## src/rtl/dwt_pkg.sv

```systemverilog
package dwt_pkg;

    typedef enum logic {
        BAND_LO = 1'b0,
        BAND_HI = 1'b1
    } band_e;

endpackage

```

## src/rtl/dwt_pair_front.sv

```systemverilog
module dwt_pair_front #(
    parameter int DW   = 16,
    parameter int TAPS = 4
) (
    input  logic                     clk,
    input  logic                     rst_n,
    input  logic                     in_valid,
    input  logic signed [DW-1:0]     in_data,
    input  logic                     flush,
    output logic                     pair_valid,
    output logic [TAPS/2-1:0][DW-1:0] even_win,
    output logic [TAPS/2-1:0][DW-1:0] odd_win
);
    localparam int HALF  = TAPS / 2;
    localparam int PAD   = TAPS - 2;
    localparam int CNT_W = (TAPS > 2) ? $clog2(TAPS) : 1;

    typedef struct packed {
        logic                      have_even;
        logic [DW-1:0]             even_hold;
        logic [HALF-1:0][DW-1:0]   even_win;
        logic [HALF-1:0][DW-1:0]   odd_win;
        logic                      pair_valid;
        logic [CNT_W-1:0]          zeros_left;
        logic                      clear_hist;
    } front_t;

    front_t st_q, st_d;

    always_comb begin
        logic          take;
        logic [DW-1:0] smp;
        logic [CNT_W-1:0] pad_cnt;
        st_d            = st_q;
        st_d.pair_valid = 1'b0;
        st_d.clear_hist = 1'b0;
        take            = 1'b0;
        smp             = '0;
        pad_cnt         = CNT_W'(PAD) + CNT_W'(st_q.have_even);

        if (st_q.clear_hist) begin
            st_d.even_win = '0;
            st_d.odd_win  = '0;
        end

        if (st_q.zeros_left != '0) begin
            take            = 1'b1;
            st_d.zeros_left = st_q.zeros_left - 1'b1;
            if (st_q.zeros_left == CNT_W'(1)) begin
                st_d.clear_hist = 1'b1;
            end
        end else if (flush) begin
            st_d.zeros_left = pad_cnt;
            if (pad_cnt == '0) begin
                st_d.clear_hist = 1'b1;
            end
        end else if (in_valid) begin
            take = 1'b1;
            smp  = in_data;
        end

        if (take) begin
            if (!st_q.have_even) begin
                st_d.have_even = 1'b1;
                st_d.even_hold = smp;
            end else begin
                st_d.have_even   = 1'b0;
                st_d.pair_valid  = 1'b1;
                st_d.even_win[0] = st_q.even_hold;
                st_d.odd_win[0]  = smp;
                for (int i = 1; i < HALF; i++) begin
                    st_d.even_win[i] = st_q.even_win[i-1];
                    st_d.odd_win[i]  = st_q.odd_win[i-1];
                end
            end
        end
    end

    always_ff @(posedge clk or negedge rst_n) begin
        if (!rst_n) begin
            st_q <= '0;
        end else begin
            st_q <= st_d;
        end
    end

    assign pair_valid = st_q.pair_valid;
    assign even_win   = st_q.even_win;
    assign odd_win    = st_q.odd_win;

endmodule

```

## src/rtl/dwt_polyphase_mac.sv

```systemverilog
module dwt_polyphase_mac #(
    parameter int               DW    = 16,
    parameter int               CW    = 16,
    parameter int               TAPS  = 4,
    parameter logic [TAPS*CW-1:0] COEF = '0,
    parameter bit               HIGH  = 1'b0
) (
    input  logic                      clk,
    input  logic                      rst_n,
    input  logic                      pair_valid,
    input  logic [TAPS/2-1:0][DW-1:0] even_win,
    input  logic [TAPS/2-1:0][DW-1:0] odd_win,
    output logic                      res_valid,
    output logic signed [DW-1:0]      res_data
);
    localparam int HALF  = TAPS / 2;
    localparam int ACC_W = DW + CW + $clog2(TAPS);
    localparam logic signed [ACC_W-1:0] MAXV = ACC_W'((2 ** (DW-1)) - 1);
    localparam logic signed [ACC_W-1:0] MINV = -MAXV - 1;
    localparam logic signed [ACC_W-1:0] HALF_LSB = ACC_W'(2 ** (CW-2));

    logic signed [CW-1:0] tap [TAPS];

    for (genvar j = 0; j < TAPS; j++) begin : g_tap
        localparam int SRC = HIGH ? (TAPS - 1 - j) : j;
        localparam logic signed [CW-1:0] RAW = COEF[SRC*CW +: CW];
        if (HIGH && (j % 2 == 1)) begin : g_neg
            assign tap[j] = -RAW;
        end else begin : g_pos
            assign tap[j] = RAW;
        end
    end

    typedef struct packed {
        logic                    s1_valid;
        logic signed [ACC_W-1:0] br_even;
        logic signed [ACC_W-1:0] br_odd;
        logic                    s2_valid;
        logic signed [DW-1:0]    result;
    } mac_t;

    mac_t st_q, st_d;

    always_comb begin
        logic signed [ACC_W-1:0] acc_e, acc_o, sum, rnd;
        st_d  = st_q;
        acc_e = '0;
        acc_o = '0;
        for (int i = 0; i < HALF; i++) begin
            acc_e = acc_e + ACC_W'(tap[2*i])   * ACC_W'($signed(odd_win[i]));
            acc_o = acc_o + ACC_W'(tap[2*i+1]) * ACC_W'($signed(even_win[i]));
        end
        st_d.s1_valid = pair_valid;
        if (pair_valid) begin
            st_d.br_even = acc_e;
            st_d.br_odd  = acc_o;
        end

        sum = st_q.br_even + st_q.br_odd;
        rnd = (sum + HALF_LSB) >>> (CW - 1);
        st_d.s2_valid = st_q.s1_valid;
        if (st_q.s1_valid) begin
            if (rnd > MAXV) begin
                st_d.result = MAXV[DW-1:0];
            end else if (rnd < MINV) begin
                st_d.result = MINV[DW-1:0];
            end else begin
                st_d.result = rnd[DW-1:0];
            end
        end
    end

    always_ff @(posedge clk or negedge rst_n) begin
        if (!rst_n) begin
            st_q <= '0;
        end else begin
            st_q <= st_d;
        end
    end

    assign res_valid = st_q.s2_valid;
    assign res_data  = st_q.result;

endmodule

```

## src/rtl/dwt_band_seq.sv

```systemverilog
module dwt_band_seq
    import dwt_pkg::*;
#(
    parameter int DW = 16
) (
    input  logic                 clk,
    input  logic                 rst_n,
    input  logic                 lo_valid,
    input  logic signed [DW-1:0] lo_data,
    input  logic                 hi_valid,
    input  logic signed [DW-1:0] hi_data,
    output logic                 out_valid,
    output logic signed [DW-1:0] out_data,
    output logic                 out_band
);
    typedef struct packed {
        logic          out_valid;
        band_e         out_band;
        logic [DW-1:0] out_data;
        logic          hi_pend;
        logic [DW-1:0] hi_hold;
    } seq_t;

    seq_t st_q, st_d;

    always_comb begin
        st_d           = st_q;
        st_d.out_valid = 1'b0;
        if (lo_valid) begin
            st_d.out_valid = 1'b1;
            st_d.out_band  = BAND_LO;
            st_d.out_data  = lo_data;
        end else if (st_q.hi_pend) begin
            st_d.out_valid = 1'b1;
            st_d.out_band  = BAND_HI;
            st_d.out_data  = st_q.hi_hold;
            st_d.hi_pend   = 1'b0;
        end
        if (hi_valid) begin
            st_d.hi_pend = 1'b1;
            st_d.hi_hold = hi_data;
        end
    end

    always_ff @(posedge clk or negedge rst_n) begin
        if (!rst_n) begin
            st_q <= '{out_valid: 1'b0, out_band: BAND_LO, out_data: '0,
                      hi_pend: 1'b0, hi_hold: '0};
        end else begin
            st_q <= st_d;
        end
    end

    assign out_valid = st_q.out_valid;
    assign out_data  = st_q.out_data;
    assign out_band  = st_q.out_band;

endmodule

```

## src/rtl/dwt_analysis_bank.sv

```systemverilog
module dwt_analysis_bank #(
    parameter int                 DW      = 16,
    parameter int                 CW      = 16,
    parameter int                 TAPS    = 4,
    parameter logic [TAPS*CW-1:0] LO_COEF = 64'hEF70_1CB1_6B13_3DD2
) (
    input  logic                 clk,
    input  logic                 rst_n,
    input  logic                 in_valid,
    input  logic signed [DW-1:0] in_data,
    input  logic                 flush,
    output logic                 out_valid,
    output logic signed [DW-1:0] out_data,
    output logic                 out_band
);
    localparam int HALF = TAPS / 2;

    logic                    pair_valid;
    logic [HALF-1:0][DW-1:0] even_win;
    logic [HALF-1:0][DW-1:0] odd_win;
    logic                    band_valid [2];
    logic signed [DW-1:0]    band_data  [2];
    logic                    lo_valid;

    dwt_pair_front #(.DW(DW), .TAPS(TAPS)) u_front (
        .clk        (clk),
        .rst_n      (rst_n),
        .in_valid   (in_valid),
        .in_data    (in_data),
        .flush      (flush),
        .pair_valid (pair_valid),
        .even_win   (even_win),
        .odd_win    (odd_win)
    );

    for (genvar b = 0; b < 2; b++) begin : g_band
        dwt_polyphase_mac #(
            .DW(DW), .CW(CW), .TAPS(TAPS), .COEF(LO_COEF), .HIGH(b == 1)
        ) u_mac (
            .clk        (clk),
            .rst_n      (rst_n),
            .pair_valid (pair_valid),
            .even_win   (even_win),
            .odd_win    (odd_win),
            .res_valid  (band_valid[b]),
            .res_data   (band_data[b])
        );
    end

    assign lo_valid = band_valid[0];

    dwt_band_seq #(.DW(DW)) u_seq (
        .clk       (clk),
        .rst_n     (rst_n),
        .lo_valid  (lo_valid),
        .lo_data   (band_data[0]),
        .hi_valid  (band_valid[1]),
        .hi_data   (band_data[1]),
        .out_valid (out_valid),
        .out_data  (out_data),
        .out_band  (out_band)
    );

endmodule

```

## config.mk

```make
export PLATFORM = sky130hd
export DESIGN_NAME = dwt_analysis_bank
export DESIGN_NICKNAME = d
export VERILOG_FILES = /design/src/rtl/dwt_pkg.sv /design/src/rtl/dwt_pair_front.sv /design/src/rtl/dwt_polyphase_mac.sv /design/src/rtl/dwt_band_seq.sv /design/src/rtl/dwt_analysis_bank.sv
export SDC_FILE = /design/constraint.sdc
export NUM_CORES = 2
export LEC_CHECK = 0
export BUFFER_PORTS_ARGS = -buffer_cell sky130_fd_sc_hd__buf_2
export CAP_MARGIN = 20
export CELL_PAD_IN_SITES_DETAIL_PLACEMENT = 0
export CELL_PAD_IN_SITES_GLOBAL_PLACEMENT = 1
export CORE_UTILIZATION = 57
export CTS_CLUSTER_SIZE = 16
export DETAILED_ROUTE_END_ITERATION = 7
export PLACE_DENSITY_LB_ADDON = 0.3
export SYNTH_ARGS = -nofsm -noshare
export SYNTH_HDL_FRONTEND = slang
export SYNTH_SLANG_ARGS = --single-unit
```

## constraint.sdc

```tcl
create_clock -name clk -period 14.1 [get_ports clk]
set_input_delay 1.41 -clock clk [delete_from_list [all_inputs] [get_ports clk]]
set_output_delay 1.41 -clock clk [all_outputs]
set_load 0.03 [all_outputs]
```

* Word-level counts from Yosys, hierarchy flattened
Cells that the tools add are included.
** Operators by class
- Magnitude comparators :: 4
- Bitwise gates (word level) :: 1
- $add $sub $neg :: 10
- Multiply operators :: 8
- Reduce and logical (&&, ||, !) cells :: 5
- Multiplexer cells :: 21
- Equality and inequality tests :: 1
** Operators by type and width (number)
- 34-bit adder :: 6
- 65-bit two-way mux :: 2
- 14-bit by 16-bit multiplier with 30-bit output, first input constant :: 4
- 16-bit two-way mux :: 7
- 34-bit by 16-bit adder with 34-bit output, second input constant :: 2
- 16-bit by 16-bit multiplier with 32-bit output, first input constant :: 2
- 64-bit two-way mux :: 1
- 10-bit by 16-bit multiplier with 26-bit output, first input constant :: 2
- 19-bit by 16-bit > comparator with 1-bit output, second input constant :: 2
- 19-bit by 16-bit < comparator with 1-bit output, second input constant :: 2
- 19-bit two-way mux :: 1
- 18-bit two-way mux :: 1
- 17-bit two-way mux :: 1
- 1-bit two-way mux :: 6
- 3-bit two-way mux :: 2
- 2-bit nonzero test :: 3
- 2-bit by 1-bit adder with 2-bit output, first input constant :: 1
- 2-bit by 1-bit == test with 1-bit output, second input constant :: 1
- 2-bit zero test :: 1
- 2-bit AND reduction :: 1
- 2-bit by 1-bit subtractor with 2-bit output, second input constant :: 1
- 1-bit inverter :: 1
** Storage, ports and cells
- Input port bits :: 20
- Register bits :: 290
- Output and inout port bits :: 18
- Logic and storage cells :: 72

* Longest topological paths before layout
- Depth after elaboration :: 5
- Mapped depth :: 36
- Gate-level depth less buffers :: 36

* Hierarchy
A second synthesis with hierarchy kept.
** Unflattened totals
- Cell total of the unflattened synthesis :: 5809
- Area total of the unflattened synthesis :: 56748.2 um^2
** By module, submodules not included
- dwt_polyphase_mac (g_band[1].u_mac) :: area each 25622.1 um^2, instances 1, seq. area each 2077.0 um^2, cells an instance 2718
- dwt_polyphase_mac (g_band[0].u_mac) :: area each 25406.9 um^2, instances 1, seq. area each 2077.0 um^2, cells an instance 2617
- dwt_pair_front :: area each 4112.7 um^2, instances 1, seq. area each 2127.0 um^2, cells an instance 347
- dwt_band_seq :: area each 1606.5 um^2, instances 1, seq. area each 875.8 um^2, cells an instance 127

* Worst setup path before layout
OpenSTA, ideal clock, no wires.
- Path kind :: register to register
- From :: register u_front.st_q, in the netlist u_front.even_win[1]
- To :: register g_band[0].u_mac.st_q[48] in the netlist's numbering
- Path slack :: 6.659 ns
- Required time :: 13.980 ns
- Data arrival time :: 7.321 ns
- Library setup time :: 0.120 ns
- Buffers on the path :: 0
- Clock period less this slack :: 7.441 ns
- Stages on the path, launching flop included :: 31
- Path through :: dfrtp_1 ha_1 ha_1 fa_1 inv_1 fa_1 fa_1 inv_1 fa_1 ha_1 a21oi_1 o21ai_1 a221oi_1 nor2_1 o21a_1 o21a_1 o41ai_2 nor2b_1 o21a_1 o41a_1 xor2_1 ha_1 a21oi_1 nor2b_1 o21ai_0 nand2b_1 a21o_1 a22o_1 o211a_1 or3_1 a31o_2
** On the way
- Longest elaborated chain between the ends :: 2
** RTL lines
- start, declared :: RTL line dwt_pair_front.sv:28 : front_t st_q, st_d;
- start signal, assigned :: RTL line dwt_pair_front.sv:83 : st_q <= st_d;
- 16-bit by 16-bit multiplier with 32-bit output :: RTL line dwt_polyphase_mac.sv:51 : acc_o = acc_o + ACC_W'(tap[2*i+1]) * ACC_W'($signed(even_win[i]));
- 34-bit adder :: RTL line dwt_polyphase_mac.sv:51
- end signal, assigned :: RTL line dwt_polyphase_mac.sv:77 : st_q <= st_d;
- end, declared :: RTL line dwt_polyphase_mac.sv:42 : mac_t st_q, st_d;
No other way between the ends.
A chain may end at the register's enable or synchronous reset.

* Final worst setup path
- From :: register u_front.st_q, in the netlist u_front.odd_win[3]
- To :: register g_band[0].u_mac.st_q[83] in the netlist's numbering
** On the way
- Longest elaborated chain between the ends :: 2
** RTL lines
- 14-bit by 16-bit multiplier with 30-bit output :: RTL line dwt_polyphase_mac.sv:50 : acc_e = acc_e + ACC_W'(tap[2*i]) * ACC_W'($signed(odd_win[i]));
- 34-bit adder :: RTL line dwt_polyphase_mac.sv:50
No other way between the ends.

==> flow_summary_export.csv <==
group,metric,value,unit
run_status,status,"finished, final reports clean",
timing,slew-limit-headroom,28.5,%
logic_synthesis,yosysTopAreaCellShare,25.1,%
logic_synthesis,yosysTopAreaCell,"ha_1",
clocking,clock_path_buffers,3,
timing,setup_viol,0,
route,first_iter_violations,2569,
worst_setup_path,cp_max_fo,10,
place,place_hpwl,123,mm
final_layout,area_growth,5.55,%
floorplanning,start_util,57.6,%
min_path,hold_path_end,"u_front.even_win[10]",
floorplanning,fp-row-count,112,
worst_setup_path,worstSetupPathType,"reg2reg",
logic_synthesis,synth-edff-count,0,
timing,clock.fmax,0.117,GHz
route,vias,39000,
clocking,cts_tree,"done",
worst_setup_path,crit_required,14.61,ns
timing,clock_skew,0.0256,ns
timing,fin_crit,8.52,ns
min_path,min_from,"u_front.st_q[78]",
final_layout,drive_above_1_share,4.96,%
clocking,cts_setup_buffers,0,
global_route,overflow,0,
final_layout,finalNetCount,7473,
timing,fin_crit_sh,60.4,%
clocking,hold_buffers,0,
worst_setup_path,r2r_end,"g_band[0].u_mac.st_q[83]",
route,ant_nets,0,
floorplanning,ios,38,
clocking,clk_latency,0.59,ns
place,gp_congestion,0.980,
route,drc_errors,0,
worst_setup_path,critPathLaunchType,"flip-flop",
timing,tns,0,ns
clocking,clkTransAtPathRegs,0.06,ns
worst_setup_path,r2r_slack,5.58,ns
logic_synthesis,ys.flop_type,"dfrtp_1",
logic_synthesis,synth.distinct_cells,87,
logic_synthesis,synthesis.nets,7455,
min_path,min_path_cells,2,
logic_synthesis,synth_commonest_cells,"1325 x inv_1, 1077 x ha_1, 641 x fa_1",
route,wl_per_cell,20.6,um
timing,hold_viol,0,
worst_setup_path,arrival,9.02,ns
timing,worst_pin_slew,1.07,ns
logic_synthesis,synthArstFlopShare,100,%
logic_synthesis,ys_top_cells_by_area,"ha_1 25%, fa_1 24%, dfrtp_1 13%, inv_1 9.2%, xnor2_1 3.8%",
clocking,cts_buffers,39,
logic_synthesis,ys_ff_latch,288,
logic_synthesis,synth.most_common_cell,"inv_1",
floorplanning,fp.coreArea,0.0933,mm2
route,detail_route.first_pass.iterations,6,
worst_setup_path,reg2reg_depth,31,
worst_setup_path,cp-end-kind,"flip-flop",
run,drv_cap,0,
logic_synthesis,syn_area,0.0538,mm2
route,routed_wl,145,mm
global_route,grt_pass1_vias,39500,
logic_synthesis,synth_cells,5717,
global_route,grt_max_degree,89,
place,portBuffers,37,
floorplanning,die-area,0.0956,mm2
clocking,root_buffer,"clkbuf_16",
global_route,antenna_found_initial,8,
timing,rsz0062_at_grt,"false",
logic_synthesis,seq_area_frac_synth,13.4,%
timing,slew_viol_final,0,
worst_setup_path,slowest_stage,"dfrtp_1",
clocking,cts_sinks,288,
final_layout,fillers,8255,
floorplanning,die_x,309,um
clocking,ctsResizeCount,0,
floorplanning,die_h,309,um
route,drt-vias-per-instance,5.56,
logic_synthesis,synth_warnings,0,
worst_setup_path,cpPeakStageDelay,0.67,ns
global_route,grt_pass1_wl,227,mm
worst_setup_path,cpMostUsedCell,"inv_1",
worst_setup_path,reg2reg_from,"u_front.odd_win[3]",
min_path,hold_class,"reg2reg",
global_route,grt_usage,31.1,%
logic_synthesis,syn_area_per_cell,9.41,um2
clocking,h-tree-depth,2,
[cell families after synthesis]
kind of cell / count (synthesis) / share of synthesized area [%]
AND/OR/NAND/NOR: 851 / 7.39
XOR/XNOR: 328 / 5.36
multiplexers: 125 / 2.58
buffers and inverters: 1414 / 9.99
AO/OA/AOI/OAI: 992 / 12.3
adder cells (fa/ha/maj): 1719 / 48.9
flip-flops: 288 / 13.4
[worst max path at each step]
stage | start | to | cells after the start
after floorplan | u_front.even_win[1] | g_band[0].u_mac.st_q[48] | 30
after global placement | u_front.odd_win[3] | g_band[0].u_mac.st_q[83] | 31
after global routing | u_front.odd_win[3] | g_band[0].u_mac.st_q[81] | 31
after detailed placement | u_front.odd_win[3] | g_band[0].u_mac.st_q[79] | 31
final | u_front.odd_win[3] | g_band[0].u_mac.st_q[83] | 31
after CTS | u_front.odd_win[3] | g_band[0].u_mac.st_q[83] | 31
[flip-flops by register name, indices dropped and copies added (netlist names)]
signal and count:
u_seq.out_band 1, u_front.odd_win 32, u_front.even_win 32, u_seq.out_valid 1, g_band.u_mac.res_data 32, u_front.pair_valid 1
u_seq.st_q 17, g_band.u_mac.st_q 134, u_seq.out_data 16, g_band.u_mac.res_valid 1, g_band.u_mac.st_d 1, u_front.st_q 20
[metal layers]
metal  global-route usage [%]  share of wire (%)  vias to the layer above
met3                     4.62                6.5                      146
met5                        0                  0                        -
met4                     6.49                2.1                        0
met1                     46.7                 48                    19100
li1                         -                  -                    18800
met2                     47.4                 43                      971
[worst max-delay path, delay by kind of cell, from the launching register on]
kind | cells | cell delay [ns]
buf+inv | 6 | 0.49
compound gates | 13 | 3.05
fa+ha+maj | 8 | 3.32
flops | 1 | 0.67
simple gates | 3 | 0.46
xor+xnor | 1 | 0.49
[layout by cell type, fill, tap and decap left out, types with 71 or more instances in the layout]
cell        n
a21o_1    137
a21oi_1   255
dfrtp_1   285
fa_1      641
ha_1     1077
inv_1    1325
mux2_2    103
nand2_1   258
nor2_1    240
nor3_1     71
o21ai_0   179
xnor2_1   233
xor2_1     94
[area by class of cell]
class,count,area (um2),area share (%)
sequential,288,7210,12.7
antenna,1,2.50,0.00441
clock buffer,50,1090,1.92
tap,1254,1570,2.76
timing repair buffer,63,408,0.719
multi-input combinational,4015,41200,72.6
inverter,1328,4990,8.78
clock inverter,21,300,0.529
[metrics by stage]
stage                     cell area (um2)  utilization [%]  hold WS (ns)  setup slack (ns)  instances
final                               56800             60.8         0.476              5.58       7020
after global routing                56800             60.8         0.505              5.16       7019
after CTS                           56700             60.8         0.480              5.74       7018
after detailed placement            55300             59.3         0.466              5.75       6947
after global placement              55300             59.3         0.459              5.83       6946
after floorplan                     53800                -         0.352              6.66       5717
Power is not shown: default switching activity piles up to over one toggle a cycle in this logic, so the estimate is an artifact.
